$ cat src/rtl/pa_dedup_pkg.sv
package pa_dedup_pkg;

    // Outcome of resolving one request lane
    typedef enum logic [1:0] {
        LANE_GO    = 2'd0,
        LANE_CLASH = 2'd1,
        LANE_FULL  = 2'd2,
        LANE_HELD  = 2'd3
    } lane_cause_e;

    // XOR fold of a line address onto idx_w bits
    function automatic logic [15:0] fold_index(input logic [63:0] la,
                                               input int la_w,
                                               input int idx_w);
        logic [15:0] r;
        r = '0;
        for (int b = 0; b < 64; b++) begin
            if (b < la_w) r[b % idx_w] = r[b % idx_w] ^ la[b];
        end
        return r;
    endfunction

endpackage

$ cat src/rtl/pa_dedup_resolve.sv
module pa_dedup_resolve
    import pa_dedup_pkg::*;
#(
    parameter int NREQ     = 2,
    parameter int PA_W     = 32,
    parameter int LINE_OFF = 6,
    parameter int IDX_W    = 4,
    parameter int CNT_W    = 3,
    parameter int LID_W    = 5
) (
    input  logic                              held,
    input  logic [NREQ-1:0]                   req_valid,
    input  logic [NREQ-1:0]                   req_is_store,
    input  logic [NREQ-1:0][PA_W-1:0]         req_addr,
    input  logic [NREQ-1:0][LID_W-1:0]        req_ld_id,
    input  logic [(1<<IDX_W)-1:0][CNT_W-1:0]  tbl_cnt,
    input  logic [(1<<IDX_W)-1:0][PA_W-LINE_OFF-1:0] tbl_la,
    input  logic [(1<<IDX_W)-1:0]             tbl_yv,
    input  logic [(1<<IDX_W)-1:0][LID_W-1:0]  tbl_yid,
    output logic [NREQ-1:0]                   acc,
    output logic [NREQ-1:0][IDX_W-1:0]        slot,
    output logic [NREQ-1:0][PA_W-LINE_OFF-1:0] la,
    output logic [NREQ-1:0]                   view_yv,
    output logic [NREQ-1:0][LID_W-1:0]        view_yid,
    output lane_cause_e [NREQ-1:0]            cause
);
    localparam int LA_W = PA_W - LINE_OFF;
    localparam logic [CNT_W-1:0] CNT_MAX = {CNT_W{1'b1}};

    always_comb begin
        logic                older_stall;
        logic [15:0]         h;
        logic [CNT_W-1:0]    vc;
        logic [LA_W-1:0]     va;
        logic                vyv;
        logic [LID_W-1:0]    vyid;
        older_stall = 1'b0;
        acc      = '0;
        slot     = '0;
        la       = '0;
        view_yv  = '0;
        view_yid = '0;
        cause    = '{default: LANE_HELD};
        for (int i = 0; i < NREQ; i++) begin
            la[i]   = req_addr[i][PA_W-1:LINE_OFF];
            h       = fold_index(64'(la[i]), LA_W, IDX_W);
            slot[i] = h[IDX_W-1:0];
            vc   = tbl_cnt[slot[i]];
            va   = tbl_la[slot[i]];
            vyv  = tbl_yv[slot[i]] & (vc != '0);
            vyid = tbl_yid[slot[i]];
            // apply allocations of older lanes in this cycle
            for (int j = 0; j < NREQ; j++) begin
                if (j < i && acc[j] && slot[j] == slot[i]) begin
                    vc = vc + CNT_W'(1);
                    va = la[j];
                    if (!req_is_store[j]) begin
                        vyv  = 1'b1;
                        vyid = req_ld_id[j];
                    end
                end
            end
            if (held || older_stall)              cause[i] = LANE_HELD;
            else if (vc != '0 && va != la[i])     cause[i] = LANE_CLASH;
            else if (vc == CNT_MAX)               cause[i] = LANE_FULL;
            else                                  cause[i] = LANE_GO;
            acc[i]      = req_valid[i] && (cause[i] == LANE_GO);
            view_yv[i]  = vyv;
            view_yid[i] = vyid;
            if (req_valid[i] && !acc[i]) older_stall = 1'b1;
        end
    end

endmodule

$ cat src/rtl/pa_dedup_table.sv
module pa_dedup_table #(
    parameter int NREQ  = 2,
    parameter int IDX_W = 4,
    parameter int LA_W  = 26,
    parameter int CNT_W = 3,
    parameter int LID_W = 5
) (
    input  logic                              clk,
    input  logic                              rst,
    input  logic [NREQ-1:0]                   acc,
    input  logic [NREQ-1:0][IDX_W-1:0]        slot,
    input  logic [NREQ-1:0][LA_W-1:0]         la,
    input  logic [NREQ-1:0]                   is_store,
    input  logic [NREQ-1:0][LID_W-1:0]        ld_id,
    input  logic                              ret_valid,
    input  logic [IDX_W-1:0]                  ret_slot,
    input  logic                              undo_valid,
    input  logic [IDX_W-1:0]                  undo_slot,
    input  logic                              undo_was_load,
    input  logic                              undo_pyv,
    input  logic [LID_W-1:0]                  undo_pyid,
    output logic [(1<<IDX_W)-1:0][CNT_W-1:0]  ent_cnt,
    output logic [(1<<IDX_W)-1:0][LA_W-1:0]   ent_la,
    output logic [(1<<IDX_W)-1:0]             ent_yv,
    output logic [(1<<IDX_W)-1:0][LID_W-1:0]  ent_yid
);
    localparam int ENTRIES = 1 << IDX_W;
    typedef logic [CNT_W:0] cwide_t;

    for (genvar e = 0; e < ENTRIES; e++) begin : g_ent
        cwide_t           inc, dec, sum;
        logic [LA_W-1:0]  la_n;
        logic             yv_n;
        logic [LID_W-1:0] yid_n;

        always_comb begin
            inc   = '0;
            la_n  = ent_la[e];
            yv_n  = (ent_cnt[e] == '0) ? 1'b0 : ent_yv[e];
            yid_n = ent_yid[e];
            for (int i = 0; i < NREQ; i++) begin
                if (acc[i] && slot[i] == IDX_W'(e)) begin
                    inc  = inc + cwide_t'(1);
                    la_n = la[i];
                    if (!is_store[i]) begin
                        yv_n  = 1'b1;
                        yid_n = ld_id[i];
                    end
                end
            end
            if (undo_valid && undo_slot == IDX_W'(e) && undo_was_load) begin
                yv_n  = undo_pyv;
                yid_n = undo_pyid;
            end
            dec = cwide_t'(ret_valid && ret_slot == IDX_W'(e))
                + cwide_t'(undo_valid && undo_slot == IDX_W'(e));
            sum = cwide_t'(ent_cnt[e]) + inc - dec;
        end

        always_ff @(posedge clk) begin
            if (rst) begin
                ent_cnt[e] <= '0;
                ent_la[e]  <= '0;
                ent_yv[e]  <= 1'b0;
                ent_yid[e] <= '0;
            end else begin
                ent_cnt[e] <= sum[CNT_W-1:0];
                ent_la[e]  <= la_n;
                ent_yv[e]  <= yv_n;
                ent_yid[e] <= yid_n;
            end
        end
    end

endmodule

$ cat src/rtl/pa_dedup_log.sv
module pa_dedup_log #(
    parameter int NREQ   = 2,
    parameter int IDX_W  = 4,
    parameter int LID_W  = 5,
    parameter int LOG_AW = 4
) (
    input  logic                        clk,
    input  logic                        rst,
    input  logic [NREQ-1:0]             acc,
    input  logic [NREQ-1:0][IDX_W-1:0]  slot,
    input  logic [NREQ-1:0]             is_store,
    input  logic [NREQ-1:0]             view_yv,
    input  logic [NREQ-1:0][LID_W-1:0]  view_yid,
    input  logic                        ret_valid,
    input  logic                        flush_valid,
    input  logic [LOG_AW-1:0]           flush_pos,
    output logic [NREQ-1:0][LOG_AW-1:0] lpos,
    output logic                        room_ok,
    output logic                        busy,
    output logic                        undo_valid,
    output logic [IDX_W-1:0]            undo_slot,
    output logic                        undo_was_load,
    output logic                        undo_pyv,
    output logic [LID_W-1:0]            undo_pyid,
    output logic [IDX_W-1:0]            head_slot
);
    localparam int DEPTH = 1 << LOG_AW;
    localparam int PTR_W = LOG_AW + 1;
    typedef logic [PTR_W-1:0] ptr_t;
    typedef logic [PTR_W:0]   pw_t;

    typedef struct packed {
        logic [IDX_W-1:0] slot;
        logic             was_load;
        logic             pyv;
        logic [LID_W-1:0] pyid;
    } rec_t;

    rec_t              mem [DEPTH];
    ptr_t              head_q, tail_q, tail_dec, npush, used;
    ptr_t [NREQ-1:0]   wr_ptr;
    logic              rolling_q;
    logic [LOG_AW-1:0] target_q;
    rec_t              undo_rec;

    always_comb begin
        npush = '0;
        for (int i = 0; i < NREQ; i++) begin
            wr_ptr[i] = tail_q + npush;
            lpos[i]   = wr_ptr[i][LOG_AW-1:0];
            if (acc[i]) npush = npush + ptr_t'(1);
        end
        used     = tail_q - head_q;
        room_ok  = (pw_t'(used) + pw_t'(NREQ)) <= pw_t'(DEPTH);
        tail_dec = tail_q - ptr_t'(1);
        undo_rec = mem[tail_dec[LOG_AW-1:0]];
    end

    assign busy          = rolling_q;
    assign undo_valid    = rolling_q;
    assign undo_slot     = undo_rec.slot;
    assign undo_was_load = undo_rec.was_load;
    assign undo_pyv      = undo_rec.pyv;
    assign undo_pyid     = undo_rec.pyid;
    assign head_slot     = mem[head_q[LOG_AW-1:0]].slot;

    always_ff @(posedge clk) begin
        for (int i = 0; i < NREQ; i++) begin
            if (acc[i]) mem[wr_ptr[i][LOG_AW-1:0]] <= '{slot: slot[i],
                                                        was_load: !is_store[i],
                                                        pyv: view_yv[i],
                                                        pyid: view_yid[i]};
        end
    end

    always_ff @(posedge clk) begin
        if (rst) begin
            head_q    <= '0;
            tail_q    <= '0;
            rolling_q <= 1'b0;
            target_q  <= '0;
        end else begin
            if (ret_valid) head_q <= head_q + ptr_t'(1);
            if (flush_valid) begin
                rolling_q <= (flush_pos != tail_q[LOG_AW-1:0]);
                target_q  <= flush_pos;
            end else if (rolling_q) begin
                tail_q    <= tail_dec;
                rolling_q <= (tail_dec[LOG_AW-1:0] != target_q);
            end else begin
                tail_q <= tail_q + npush;
            end
        end
    end

endmodule

$ cat src/rtl/pa_dedup.sv
module pa_dedup
    import pa_dedup_pkg::*;
#(
    parameter int NREQ     = 2,
    parameter int PA_W     = 32,
    parameter int LINE_OFF = 6,
    parameter int IDX_W    = 4,
    parameter int CNT_W    = 3,
    parameter int LID_W    = 5,
    parameter int LOG_AW   = 4
) (
    input  logic                        clk,
    input  logic                        rst,
    input  logic [NREQ-1:0]             req_valid,
    input  logic [NREQ-1:0]             req_is_store,
    input  logic [NREQ-1:0][PA_W-1:0]   req_addr,
    input  logic [NREQ-1:0][LID_W-1:0]  req_ld_id,
    output logic [NREQ-1:0]             req_stall,
    output logic                        busy,
    output logic [NREQ-1:0]             rsp_valid,
    output logic [NREQ-1:0]             rsp_is_store,
    output logic [NREQ-1:0][IDX_W-1:0]  rsp_tag,
    output logic [NREQ-1:0]             rsp_yld_valid,
    output logic [NREQ-1:0][LID_W-1:0]  rsp_yld_id,
    output logic [NREQ-1:0][LOG_AW-1:0] rsp_lpos,
    input  logic                        ret_valid,
    input  logic [IDX_W-1:0]            ret_tag,
    input  logic                        flush_valid,
    input  logic [LOG_AW-1:0]           flush_pos
);
    localparam int LA_W    = PA_W - LINE_OFF;
    localparam int ENTRIES = 1 << IDX_W;

    logic [ENTRIES-1:0][CNT_W-1:0] ent_cnt;
    logic [ENTRIES-1:0][LA_W-1:0]  ent_la;
    logic [ENTRIES-1:0]            ent_yv;
    logic [ENTRIES-1:0][LID_W-1:0] ent_yid;

    logic [NREQ-1:0]              acc;
    logic [NREQ-1:0][IDX_W-1:0]   slot;
    logic [NREQ-1:0][LA_W-1:0]    la;
    logic [NREQ-1:0]              view_yv;
    logic [NREQ-1:0][LID_W-1:0]   view_yid;
    lane_cause_e [NREQ-1:0]       cause;
    logic [NREQ-1:0][LOG_AW-1:0]  lpos;

    logic             room_ok, held;
    logic             undo_valid, undo_was_load, undo_pyv;
    logic [IDX_W-1:0] undo_slot, head_slot;
    logic [LID_W-1:0] undo_pyid;

    // requests wait during a flush cycle, a rollback, or a nearly full log
    assign held      = busy | flush_valid | ~room_ok;
    assign req_stall = req_valid & ~acc;

    pa_dedup_resolve #(
        .NREQ(NREQ), .PA_W(PA_W), .LINE_OFF(LINE_OFF),
        .IDX_W(IDX_W), .CNT_W(CNT_W), .LID_W(LID_W)
    ) u_resolve (
        .held(held), .req_valid(req_valid), .req_is_store(req_is_store),
        .req_addr(req_addr), .req_ld_id(req_ld_id),
        .tbl_cnt(ent_cnt), .tbl_la(ent_la), .tbl_yv(ent_yv), .tbl_yid(ent_yid),
        .acc(acc), .slot(slot), .la(la), .view_yv(view_yv),
        .view_yid(view_yid), .cause(cause)
    );

    pa_dedup_table #(
        .NREQ(NREQ), .IDX_W(IDX_W), .LA_W(LA_W), .CNT_W(CNT_W), .LID_W(LID_W)
    ) u_table (
        .clk(clk), .rst(rst), .acc(acc), .slot(slot), .la(la),
        .is_store(req_is_store), .ld_id(req_ld_id),
        .ret_valid(ret_valid), .ret_slot(ret_tag),
        .undo_valid(undo_valid), .undo_slot(undo_slot),
        .undo_was_load(undo_was_load), .undo_pyv(undo_pyv), .undo_pyid(undo_pyid),
        .ent_cnt(ent_cnt), .ent_la(ent_la), .ent_yv(ent_yv), .ent_yid(ent_yid)
    );

    pa_dedup_log #(
        .NREQ(NREQ), .IDX_W(IDX_W), .LID_W(LID_W), .LOG_AW(LOG_AW)
    ) u_log (
        .clk(clk), .rst(rst), .acc(acc), .slot(slot), .is_store(req_is_store),
        .view_yv(view_yv), .view_yid(view_yid), .ret_valid(ret_valid),
        .flush_valid(flush_valid), .flush_pos(flush_pos), .lpos(lpos),
        .room_ok(room_ok), .busy(busy), .undo_valid(undo_valid),
        .undo_slot(undo_slot), .undo_was_load(undo_was_load),
        .undo_pyv(undo_pyv), .undo_pyid(undo_pyid), .head_slot(head_slot)
    );

    always_ff @(posedge clk) begin
        if (rst) begin
            rsp_valid     <= '0;
            rsp_is_store  <= '0;
            rsp_tag       <= '0;
            rsp_yld_valid <= '0;
            rsp_yld_id    <= '0;
            rsp_lpos      <= '0;
        end else begin
            rsp_valid     <= acc;
            rsp_is_store  <= req_is_store;
            rsp_tag       <= slot;
            rsp_yld_valid <= view_yv;
            rsp_yld_id    <= view_yid;
            rsp_lpos      <= lpos;
        end
    end

endmodule

$ cat config.mk
export PLATFORM = sky130hd
export DESIGN_NAME = pa_dedup
export DESIGN_NICKNAME = d
export VERILOG_FILES = /design/src/rtl/pa_dedup_pkg.sv /design/src/rtl/pa_dedup_resolve.sv /design/src/rtl/pa_dedup_table.sv /design/src/rtl/pa_dedup_log.sv /design/src/rtl/pa_dedup.sv
export SDC_FILE = /design/constraint.sdc
export NUM_CORES = 2
export LEC_CHECK = 0
export ABC_AREA = 1
export BUFFER_PORTS_ARGS = -buffer_cell sky130_fd_sc_hd__buf_2
export CAP_MARGIN = 25
export CORE_MARGIN = 2
export CORE_UTILIZATION = 43
export DETAILED_ROUTE_END_ITERATION = 16
export GPL_ROUTABILITY_DRIVEN = 0
export SYNTH_ARGS = -nofsm -noshare
export SYNTH_HDL_FRONTEND = slang
export SYNTH_HIERARCHICAL = 1
export SYNTH_SLANG_ARGS = --single-unit
$ cat constraint.sdc
create_clock -name clk -period 15.6 [get_ports clk]
set_clock_uncertainty 0.2 [all_clocks]
set_input_delay 3.9 -clock clk [delete_from_list [all_inputs] [get_ports clk]]
set_output_delay 3.9 -clock clk [all_outputs]
set_load 0.03 [all_outputs]
Yosys cells after proc, flatten, opt, wreduce, memory -nomap -nowiden
Memories as Yosys holds them, arrays and structs flattened.
Cells that the tools add are included.
{"block": "word_totals", "word_cells": 680, "mem_count": 1, "mem_bits_rw": 176, "regBits": 607}
{"block": "classes", "addsub": 72, "magnitude_cmp": 3, "bitwise_logic": 51, "eq_ne": 67, "muxes": 278, "reduce_logical": 131}
{"name": "u_log.mem", "words": 16, "word_bits": 11, "read_ports": 1, "rd_clocked_by_memory_dff": 0, "write_ports": 2, "line": "pa_dedup_log.sv:39", "rtl": "rec_t mem [DEPTH];"}
{"op": "26-bit two-way mux", "n": 35}
{"op": "5-bit two-way mux", "n": 86}
{"op": "26-bit binary-select mux with 4-bit select", "n": 2}
{"op": "4-bit == test (second input constant)", "n": 32}
{"op": "1-bit two-way mux", "n": 124}
{"op": "1-bit logical AND", "n": 86}
{"op": "4-bit by 3-bit == test with 1-bit output (second input constant)", "n": 16}
{"op": "26-bit != test", "n": 2}
{"op": "3-bit adder", "n": 16}
{"op": "3-bit logical NOT", "n": 16}
{"op": "3-bit subtractor", "n": 16}
{"op": "2-bit two-way mux", "n": 22}
{"op": "1-bit XOR", "n": 44}
{"op": "5-bit binary-select mux with 4-bit select", "n": 2}
{"op": "1-bit by 1-bit adder with 2-bit output (second input constant)", "n": 17}
{"op": "1-bit by 1-bit adder with 2-bit output", "n": 16}
{"op": "4-bit by 2-bit == test with 1-bit output (second input constant)", "n": 8}
{"op": "2-bit nonzero test", "n": 16}
{"op": "3-bit binary-select mux with 4-bit select", "n": 2}
{"op": "4-bit by 1-bit == test with 1-bit output (second input constant)", "n": 4}
{"op": "4-bit logical NOT", "n": 4}
{"op": "4-bit by 5-bit < comparator with 1-bit output (second input constant)", "n": 2}
{"op": "3-bit two-way mux", "n": 3}
{"op": "3-bit nonzero test", "n": 3}
{"op": "20 further kinds", "n": 28}

Depth between registers and ports, before layout
{"block": "depth", "word_depth": 26, "ltp_mapped": 55, "ltp_nobuf": 51}

Modules after synthesis
The synthesis kept the hierarchy.
{"mod": "pa_dedup_table", "area_each_um2": 30835.8, "cells_each": 4791, "instances": 1}
{"mod": "pa_dedup_resolve", "area_each_um2": 12962.4, "cells_each": 2792, "instances": 1}
{"mod": "pa_dedup_log", "area_each_um2": 11333.4, "cells_each": 1317, "instances": 1}
{"mod": "pa_dedup", "area_each_um2": 937.1, "cells_each": 105, "instances": 1}

Least setup slack after synthesis
Ideal clock, no wire load.
{"block": "synth_timing", "path_kind": "in2out", "from": "input req_addr[11] (netlist name)", "to": "output req_stall[1]", "t_arrival_ps": 7511, "required_time_ps": 11500, "setup_slack_ps": 3989, "stages": 38, "path_cell_list": "inv_1 nand2_1 nand2_1 nand2_1 nand2_1 inv_2 nand2_1 nand3_1 nand2_2 inv_2 buf_4 buf_2 o211ai_1 nand3_1 nand3_1 nand2_1 nand2_1 nand2_1 (+2 left out) nor2_1 nand2_1 nand2_2 nand3_2 nor2_4 nand2_1 buf_4 buf_6 o211ai_1 nand2_1 nor2_1 nand2_1 nor2_1 nand2_1 nand2_1 nand2_1 nor2_1 nor2_1"}
{"block": "synth_via", "elab_chain_cells": 24, "elab_cells_between_ends": 38}
{"element": "from (decl)", "line": "pa_dedup.sv:16", "rtl": "input logic [NREQ-1:0][PA_W-1:0] req_addr,"}
{"element": "1-bit XOR (6 in a row)", "line": "pa_dedup_pkg.sv:18", "rtl": "if (b < la_w) r[b % idx_w] = r[b % idx_w] ^ la[b];"}
{"element": "26-bit binary-select mux with 4-bit select or 3-bit binary-select mux with 4-bit select (tied branches)", "line": "pa_dedup_resolve.sv:49, pa_dedup_resolve.sv:48"}
{"element": "26-bit two-way mux (implied by the code) or 3-bit two-way mux (tied branches)", "line": "pa_dedup_resolve.sv:49, pa_dedup_resolve.sv:48"}
{"element": "26-bit != test (tied with other cells)", "line": "pa_dedup_resolve.sv:64", "rtl": "else if (vc != '0 && va != la[i]) cause[i] = LANE_CLASH;"}
{"element": "1-bit logical AND or 2-bit two-way mux (tied branches)", "line": "pa_dedup_resolve.sv:64, pa_dedup_resolve.sv:65"}
{"element": "2-bit two-way mux (*)", "line": "pa_dedup_resolve.sv:64"}
{"element": "2-bit two-way mux (*)", "line": "pa_dedup_resolve.sv:63", "rtl": "if (held || older_stall) cause[i] = LANE_HELD;"}
{"element": "2-bit logical NOT (*)", "line": "pa_dedup_resolve.sv:67", "rtl": "acc[i] = req_valid[i] && (cause[i] == LANE_GO);"}
{"element": "(+1 left out)"}
{"element": "via acc[0]", "line": "pa_dedup.sv:39", "rtl": "logic [NREQ-1:0] acc;"}
{"element": "(+3 left out)"}
{"element": "1-bit logical AND or 2-bit two-way mux (tied branches)", "line": "pa_dedup_resolve.sv:64, pa_dedup_resolve.sv:65"}
{"element": "2-bit two-way mux", "line": "pa_dedup_resolve.sv:64"}
{"element": "2-bit two-way mux (*)", "line": "pa_dedup_resolve.sv:63"}
{"element": "2-bit logical NOT (*)", "line": "pa_dedup_resolve.sv:67"}
{"element": "1-bit logical AND (*)", "line": "pa_dedup_resolve.sv:67"}
{"element": "via acc[1]", "line": "pa_dedup.sv:39"}
{"element": "2-bit NOT (*)", "line": "pa_dedup.sv:54", "rtl": "assign req_stall = req_valid & ~acc;"}
{"element": "2-bit bitwise AND (*)", "line": "pa_dedup.sv:54"}
{"element": "to (decl)", "line": "pa_dedup.sv:18", "rtl": "output logic [NREQ-1:0] req_stall,"}
Mark *: on every way through the listed nets, which the timed path passes. The rest lies on a longest branch. The select of a mux whose other input is x is not followed.

Worst setup path in the final report
{"block": "layout_timing", "from": "input req_addr[18] (netlist name)", "to": "output req_stall[1]"}
{"block": "layout_via", "elab_chain_cells": 22, "elab_cells_between_ends": 36}
{"element": "1-bit XOR (4 in a row)", "line": "pa_dedup_pkg.sv:18"}
{"element": "26-bit binary-select mux with 4-bit select or 3-bit binary-select mux with 4-bit select (tied branches)", "line": "pa_dedup_resolve.sv:49, pa_dedup_resolve.sv:48"}
{"element": "26-bit two-way mux (implied by the code) or 3-bit two-way mux (tied branches)", "line": "pa_dedup_resolve.sv:49, pa_dedup_resolve.sv:48"}
{"element": "26-bit != test (tied with other cells)", "line": "pa_dedup_resolve.sv:64"}
{"element": "1-bit logical AND or 2-bit two-way mux (tied branches)", "line": "pa_dedup_resolve.sv:64, pa_dedup_resolve.sv:65"}
{"element": "2-bit two-way mux", "line": "pa_dedup_resolve.sv:64"}
{"element": "2-bit two-way mux", "line": "pa_dedup_resolve.sv:63"}
{"element": "2-bit logical NOT", "line": "pa_dedup_resolve.sv:67"}
{"element": "(+4 left out)"}
{"element": "1-bit logical AND or 2-bit two-way mux (tied branches)", "line": "pa_dedup_resolve.sv:64, pa_dedup_resolve.sv:65"}
{"element": "2-bit two-way mux", "line": "pa_dedup_resolve.sv:64"}
{"element": "2-bit two-way mux (*)", "line": "pa_dedup_resolve.sv:63"}
{"element": "2-bit logical NOT (*)", "line": "pa_dedup_resolve.sv:67"}
{"element": "1-bit logical AND (*)", "line": "pa_dedup_resolve.sv:67"}
{"element": "via acc[1]", "line": "pa_dedup.sv:39"}
{"element": "2-bit NOT (*)", "line": "pa_dedup.sv:54"}
{"element": "2-bit bitwise AND (*)", "line": "pa_dedup.sv:54"}
Marked as above.

==> flow_metrics.env <==
export IMPL_status="completed"
export IMPL_wl_met3_um=22300
export IMPL_wire_per_inst_um=21.7
export IMPL_core_rowCount=131
export IMPL_maxSlewViolCount=0
export IMPL_ctsResizeCount=0
export IMPL_syn_nets=9098
export IMPL_cts_tree="done"
export IMPL_vias=57900
export IMPL_area_delta_synth_final_pct=6.25
export IMPL_cellPowerDensity_mw_per_mm2=123
export IMPL_core_area_mm2=0.128
export IMPL_cts_made_buffers=95
export IMPL_slew_headroom_pct=27.2
export IMPL_grt_pass1_wl_um=323000
export IMPL_htree_levels=3
export IMPL_drc=0
export IMPL_io_pins=125
export IMPL_cts_hold_buf=0
export IMPL_grt_overflow=0
export IMPL_cts_sinks=783
export IMPL_reg2reg_to="u_table/ent_cnt[29]$_SDFF_PP0_"
export IMPL_clk_pin_slew_ns=0.06
export IMPL_critPathSlowestCell="nand2_8"
export IMPL_max_stage_delay_ns=0.70
export IMPL_critical_path_arrival_ns=10.62
export IMPL_drtAntennaViolNets=0
export IMPL_cts_setup_buffers=0
export IMPL_end_kind="output pin"
export IMPL_drive_above_1_share_pct=6.09
export IMPL_die_area_mm2=0.132
export IMPL_ys_warn_count=6
export IMPL_die_h_um=363
export IMPL_rrSetupSlack_ns=5.99
export IMPL_initial_core_util_pct=43.4
export IMPL_grt_setup_unrepaired="false"
export IMPL_cap_viol_max_count=0
export IMPL_met1_length_um=89200
export IMPL_holdPathEnd="u_log/target_q[0]$_SDFFE_PP0P_"
export IMPL_r2r_start="u_log/tail_q[0]$_SDFFE_PP0N_"
export IMPL_chipWidth_um=363
export IMPL_dr_max_layer_used="met5"
export IMPL_crit_fanout=103
export IMPL_min_period_over_period_pct=94.3
export IMPL_crit_start="req_addr[18]"
export IMPL_port_buffers=112
export IMPL_worstSetupStartpointType="input pin"
export IMPL_netlist_area_mm2=0.0554
export IMPL_clkLatencyLatePin_ns=0.73
export IMPL_grt_usage_pct=32.3
export IMPL_fill_cells=13200
export IMPL_p_leak_uw=0.0272
export IMPL_worstSetupPathType="in -> out"
export IMPL_antenna_found_initial=12
export IMPL_holdCritStartpoint="u_log/target_q[0]$_SDFFE_PP0P_"
export IMPL_drt_iter0_markers=7426
export IMPL_holdPathStages=2
export IMPL_cp_common_cell="nand2_1"
export IMPL_synth_cells=8876
export IMPL_finalSetupViolCount=0
export IMPL_grt_max_degree=180
export IMPL_drt_first_pass_iters=7
export IMPL_peakVddDrop_uv=149
export IMPL_hp_class="reg -> reg"
export IMPL_hold_viol=0
export IMPL_wl_met2_um=97300
export IMPL_synth_avg_cell_area_um2=6.24
export IMPL_required_ns=11.50
export IMPL_nets=8673
export IMPL_drt_wl_total_um=221000
export IMPL_max_freq_mhz=67.9
export IMPL_worstMarginPinSlew_ns=1.09
export IMPL_hpwlAfterDp_um=126000
export IMPL_rr_worst_depth=41
export IMPL_grt_pass1_vias=51000
export IMPL_tns_ns=0
export IMPL_via_per_inst=5.68
export IMPL_period_needed_ns=14.72
export IMPL_cts_root_buf="clkbuf_16"
export IMPL_cts_path_max_buffers=3
export IMPL_placed_cell_area_mm2=0.0557
export IMPL_finalInstanceArea_mm2=0.0589
critical path: cells and delay by family:
kind          cells  cell delay [ns]
simple gates     34             5.49
buf+inv           4             1.13
power by group:
part | total, µW | internal, µW | leakage [µW] | switching, µW
sequential | 2250 | 2190 | 0.00649 | 61.5
combinational | 2680 | 676 | 0.0191 | 2000
clock | 2290 | 1300 | 0.00156 | 990
total | 7220 | 4160 | 0.0272 | 3050
metal layers:
metal | GRT usage, % | vias up
li1 | - | 27500
met1 | 42.6 | 26600
met2 | 50.7 | 3164
met3 | 4.94 | 630
met4 | 17.2 | 4
met5 | 0 | -
worst max path at each step:
stage / end / slack, ns / depth (start not counted)
after floorplan: req_stall[1] / 4.04 / 38
after global placement: req_stall[1] / 1.18 / 38
after detailed placement: req_stall[1] / 1.18 / 38
after CTS: req_stall[1] / 1.16 / 38
after global routing: req_stall[1] / 0.51 / 38
final: req_stall[1] / 0.88 / 38
layout make-up:
class | instances | area (µm²) | share of cell area (%)
tap | 1662 | 2080 | 3.53
clock inverter | 42 | 379 | 0.644
timing repair buffer | 226 | 1580 | 2.69
antenna | 12 | 30.0 | 0.0510
clock buffer | 132 | 2740 | 4.65
sequential | 783 | 17400 | 29.6
multi-input combinational | 5938 | 29300 | 49.8
inverter | 1407 | 5320 | 9.03
sequential cells by signal (all words and copies together) (netlist names), 5 cells and up:
| register | flops |
|---|---|
| rsp_tag | 8 |
| u_log/mem | 176 |
| u_table/ent_cnt | 48 |
| u_table/ent_la | 416 |
| u_log/tail_q | 5 |
| rsp_lpos | 8 |
| u_table/ent_yid | 80 |
| rsp_yld_id | 10 |
| u_table/ent_yv | 16 |
| u_log/head_q | 5 |
through the flow:
step | setup slack [ns] | hold WS (ns) | total power (µW) | instances | utilization [%]
global route | 0.513 | 0.308 | 7510 | 10200 | 46.1
detailed placement | 1.18 | 0.266 | 4880 | 10000 | 43.6
finish | 0.883 | 0.274 | 7220 | 10200 | 46.1
global placement | 1.18 | 0.257 | 4850 | 10000 | 43.6
floorplan | 4.04 | 0.243 | 3990 | 8876 | -
CTS | 1.16 | 0.275 | 7160 | 10200 | 46.1
cell usage in the layout (no fill, tap or decap), types with 23 or more instances in the layout:
master	n
o211ai_1	99
ha_1	66
nor2_1	389
o221ai_1	43
a31oi_1	28
xnor2_1	23
a21oi_1	589
inv_1	1373
nand4_1	29
o21ai_1	163
edfxtp_1	176
buf_2	111
xor2_1	34
nand3_1	878
dfxtp_1	606
nand2_1	2203
o21ai_0	1163
buf_4	100
clkinv_2	23
clkbuf_16	97
fa_1	49
Power figures use the tool's default switching activity.
